<file path="src/rtl/usbd_irq_pkg.sv">
package usbd_irq_pkg;
  localparam int unsigned REG_W   = 32;
  localparam int unsigned SUM_BIT = 16;
  localparam int unsigned RSV_BIT = 18;
  localparam logic [REG_W-1:0] EN_MASK   = (32'h1 << RSV_BIT) - 32'h1;
  localparam logic [REG_W-1:0] STAT_MASK = EN_MASK & ~(32'h1 << SUM_BIT);

  typedef enum logic [1:0] {
    A_STAT   = 2'd0,
    A_EN     = 2'd1,
    A_EPSTAT = 2'd2,
    A_EPEN   = 2'd3
  } reg_addr_e;
endpackage

</file>
<file path="src/rtl/usbd_irq_w1c.sv">
module usbd_irq_w1c #(
  parameter int unsigned W = 32,
  parameter logic [W-1:0] MASK = '1
) (
  input  logic         clk_i,
  input  logic         rst_ni,
  input  logic [W-1:0] set_i,
  input  logic [W-1:0] clr_i,
  output logic [W-1:0] q_o
);
  for (genvar i = 0; i < W; i++) begin : g_bit
    if (MASK[i]) begin : g_live
      always_ff @(posedge clk_i or negedge rst_ni) begin
        if (!rst_ni)       q_o[i] <= 1'b0;
        else if (set_i[i]) q_o[i] <= 1'b1;  // set wins over clear
        else if (clr_i[i]) q_o[i] <= 1'b0;
      end
    end else begin : g_rsv
      assign q_o[i] = 1'b0;
    end
  end
endmodule

</file>
<file path="src/rtl/usbd_irq_rw.sv">
module usbd_irq_rw #(
  parameter int unsigned W = 32,
  parameter logic [W-1:0] MASK = '1
) (
  input  logic         clk_i,
  input  logic         rst_ni,
  input  logic         we_i,
  input  logic [W-1:0] d_i,
  output logic [W-1:0] q_o
);
  for (genvar i = 0; i < W; i++) begin : g_bit
    if (MASK[i]) begin : g_live
      always_ff @(posedge clk_i or negedge rst_ni) begin
        if (!rst_ni)   q_o[i] <= 1'b0;
        else if (we_i) q_o[i] <= d_i[i];
      end
    end else begin : g_rsv
      assign q_o[i] = 1'b0;
    end
  end
endmodule

</file>
<file path="src/rtl/usbd_irq_agg.sv">
module usbd_irq_agg
  import usbd_irq_pkg::*;
#(
  parameter int unsigned N_EP = 21
) (
  input  logic             clk_i,
  input  logic             rst_ni,
  input  logic [31:0]      main_evt_i,
  input  logic [N_EP-1:0]  ep_evt_i,
  input  logic             we_i,
  input  logic [1:0]       addr_i,
  input  logic [31:0]      wdata_i,
  output logic [31:0]      rdata_o,
  output logic             irq_o
);
  localparam logic [N_EP-1:0] EP_MASK = '1;

  logic            wr_stat, wr_en, wr_epstat, wr_epen;
  logic [31:0]     main_stat_q, main_en_q, main_rd;
  logic [N_EP-1:0] ep_stat_q, ep_en_q;
  logic            ep_sum;

  assign wr_stat   = we_i && (addr_i == A_STAT);
  assign wr_en     = we_i && (addr_i == A_EN);
  assign wr_epstat = we_i && (addr_i == A_EPSTAT);
  assign wr_epen   = we_i && (addr_i == A_EPEN);

  usbd_irq_w1c #(.W(32), .MASK(STAT_MASK)) u_main_stat (
    .clk_i, .rst_ni,
    .set_i (main_evt_i),
    .clr_i (wr_stat ? wdata_i : 32'h0),
    .q_o   (main_stat_q)
  );

  usbd_irq_rw #(.W(32), .MASK(EN_MASK)) u_main_en (
    .clk_i, .rst_ni,
    .we_i  (wr_en),
    .d_i   (wdata_i),
    .q_o   (main_en_q)
  );

  usbd_irq_w1c #(.W(N_EP), .MASK(EP_MASK)) u_ep_stat (
    .clk_i, .rst_ni,
    .set_i (ep_evt_i),
    .clr_i (wr_epstat ? wdata_i[N_EP-1:0] : '0),
    .q_o   (ep_stat_q)
  );

  usbd_irq_rw #(.W(N_EP), .MASK(EP_MASK)) u_ep_en (
    .clk_i, .rst_ni,
    .we_i  (wr_epen),
    .d_i   (wdata_i[N_EP-1:0]),
    .q_o   (ep_en_q)
  );

  // summary bit is derived, never stored
  assign ep_sum  = |(ep_stat_q & ep_en_q);
  assign main_rd = main_stat_q | (32'(ep_sum) << SUM_BIT);
  assign irq_o   = |(main_rd & main_en_q);

  always_comb begin
    unique case (addr_i)
      A_STAT:   rdata_o = main_rd;
      A_EN:     rdata_o = main_en_q;
      A_EPSTAT: rdata_o = 32'(ep_stat_q);
      default:  rdata_o = 32'(ep_en_q);
    endcase
  end
endmodule

</file>
<file path="config.mk">
export PLATFORM = sky130hd
export DESIGN_NAME = usbd_irq_agg
export DESIGN_NICKNAME = d
export VERILOG_FILES = /design/src/rtl/usbd_irq_pkg.sv /design/src/rtl/usbd_irq_w1c.sv /design/src/rtl/usbd_irq_rw.sv /design/src/rtl/usbd_irq_agg.sv
export SDC_FILE = /design/constraint.sdc
export NUM_CORES = 1
export LEC_CHECK = 0
export BUFFER_PORTS_ARGS = -buffer_cell sky130_fd_sc_hd__buf_2
export CAP_MARGIN = 20
export CORE_MARGIN = 2
export CORE_UTILIZATION = 47
export CTS_CLUSTER_DIAMETER = 40
export CTS_CLUSTER_SIZE = 30
export DETAILED_ROUTE_END_ITERATION = 6
export HOLD_SLACK_MARGIN = 0.1
export PLACE_DENSITY_LB_ADDON = 0.05
export SYNTH_ARGS = -nofsm -noshare
export SYNTH_HDL_FRONTEND = slang
export SYNTH_HIERARCHICAL = 1
export SYNTH_SLANG_ARGS = --single-unit
</file>
<file path="constraint.sdc">
create_clock -name clk_i -period 1.5 [get_ports clk_i]
set_clock_uncertainty 0.1 [all_clocks]
set_input_delay 0 -clock clk_i [delete_from_list [all_inputs] [get_ports clk_i]]
set_output_delay 0 -clock clk_i [all_outputs]
set_load 0.005 [all_outputs]
</file>
==> impl_metrics.json <==
{
  "ant_nets": 0,
  "hold_viol": 0,
  "grt_antenna_before_repair": 0,
  "final_nets": 707,
  "rows": 35,
  "wl_per_cell_um": 16.78,
  "crit_path_top_delay_cell": "mux4_2",
  "clk_pin_slew_ns": 0.08,
  "viasPerCell": 5.010,
  "io_buffers": 85,
  "worst_ep_arrival_time_ns": 2.20,
  "post-route-period-util": 1.534,
  "slew_viol_final": 0,
  "setup.worst_path.start_class": "flip-flop",
  "yosys_warnings": 6,
  "io_pins": 123,
  "grt_overflow": 0,
  "cp-end-kind": "primary output",
  "drt_wl_total_um": 12300,
  "drtIter0Drc": 95,
  "htree_levels": 3,
  "hold_class": "input pin to flip-flop",
  "post-route-min-period_ns": 2.301,
  "powerDensity_nw_per_um2": 880.3,
  "insertion_delay_ns": 0.35,
  "clock.fmax_mhz": 434.7,
  "numCtsBuffers": 9,
  "syn2layout_area_growth_pct": 55.34,
  "vias": 3672,
  "grt_pass1_wl_um": 19680,
  "grt_pass1_vias": 3795,
  "track_usage": 0.2572,
  "syn_area_um2": 4404,
  "gp_congestion": 0.8043,
  "grt_start_max_net_pins": 32,
  "clock-sinks": 77,
  "avgSynthCellArea_um2": 12.37,
  "fin_tns_setup_ns": -3.156,
  "power.leakage_nw": 2.933,
  "cts.root.buffer_cell": "clkbuf_8",
  "setup_violations": 20,
  "nFillCells": 632,
  "critPathTopFamily": "multiplexers",
  "crit_buf_inv": 1,
  "dp_hpwl_um": 8382,
  "rsz0062_at_grt": "true",
  "cp.required_ns": 1.40,
  "slowest_delay_ns": 0.50,
  "fp.dieW_um": 100.8,
  "n_antenna_cell": 0,
  "path_cells": "a22o_1 -> a221oi_2 -> nand4_1 -> nand4b_1 -> mux4_2 -> buf_2",
  "critPathMaxFanout": 2,
  "violations": "negative setup slack",
  "drc": 0,
  "firstDrtPassIters": 4,
  "synthCells": 356,
  "reg2reg_slack_ns": 0.03,
  "die_y_um": 100.8,
  "maxCapViolations": 0,
  "place_inst": 612,
  "setup_ws_ns": -0.8006,
  "crit_type": "flip-flop to primary output",
  "status": "finished with violations",
  "start_util": 0.4812,
  "cts_tree": "built",
  "core_area_um2": 9153,
  "ir_worst_vdd_v": 0.0005678,
  "die-area_um2": 10160,
  "drive_gt1_frac": 0.4116,
  "ctsLongestPathBuffers": 2,
  "totalPowerFinal_mw": 6.023,
  "final_cells": 733
}
## where the power goes
group / leakage [nW] / internal [mW] / total [mW] / switching (mW)
Sequential: 0.808 / 2.31 / 2.50 / 0.192
Combinational: 2.02 / 1.14 / 1.72 / 0.586
Clock: 0.106 / 0.986 / 1.80 / 0.812
## registers in the layout (all words and copies together), names as in the netlist
| register | flops |
|---|---|
| u_main_stat/q_o | 17 |
| u_ep_stat/q_o | 21 |
| u_ep_en/q_o | 21 |
| u_main_en/q_o | 18 |
## final cells by class
cell class                 count  area [µm²]  area share
timing repair buffer         268        2277      0.3328
sequential                    77        1927      0.2816
inverter                      38       142.6     0.02085
clock inverter                 5       83.83     0.01225
multi-input combinational    223        2131      0.3114
clock buffer                  11       141.4     0.02067
tap                          111       138.9     0.02030
## worst min-delay path: stages
cell,delay (ns)
buf_2,0.16
nor2_2,0.07
buf_4,0.19
mux2_4,0.21
## path summary, 6_finish.rpt
check                                              start                       endpoint  cells past startpoint
setup / recovery            u_ep_stat/q_o[8]$_DFFE_PN0P_                    rdata_o[16]                      6
hold / removal                                 addr_i[1]   u_main_en/q_o[5]$_DFFE_PN0P_                      4
min in group asynchronous                         rst_ni   u_ep_stat/q_o[4]$_DFFE_PN0P_                      3
hold reg to reg            u_main_en/q_o[11]$_DFFE_PN0P_  u_main_en/q_o[11]$_DFFE_PN0P_                      1
setup reg to reg            u_ep_stat/q_o[5]$_DFFE_PN0P_   u_ep_stat/q_o[5]$_DFFE_PN0P_                      3
max in group asynchronous                         rst_ni    u_ep_en/q_o[16]$_DFFE_PN0P_                      4
## layer usage
metal	routed length, µm	GRT usage	vias up
met4	156	0.08008	0
met2	5961	0.4190	110
met1	5622	0.3543	1819
li1	-	-	1733
met5	0	0	-
met3	560	0.04230	10
## layout by cell type (no fill, tap or decap), types with 10 or more instances in the layout
cell / n
a21o_1: 38
a22o_1: 11
and2_1: 38
buf_2: 78
buf_4: 43
buf_6: 50
clkbuf_8: 10
conb_1: 29
dfrtp_1: 77
dlygate4sd3_1: 94
inv_1: 38
mux2_4: 30
mux2i_1: 11
mux4_2: 21
nor2_1: 11
## per-stage QoR
step	utilization	area (µm²)	worst slack [ns]	hold slack [ns]
after floorplan	-	4531	-0.09539	-0.3956
after global placement	0.5893	5394	-0.3708	-0.1317
after detailed placement	0.5893	5394	-0.4443	-0.1212
after CTS	0.7389	6763	-0.8237	0.1761
after global routing	0.7475	6842	-0.8772	0.2166
final	0.7475	6842	-0.8006	0.2064
## repair_timing
item                       CTS  global route
hold buffers                99             0
setup endpoints to repair   20            30
buffers inserted            11            14
hold endpoints to repair   154             0
gates resized for setup     34            20
pin swaps                    2             1
Power figures use the tool's default switching activity.
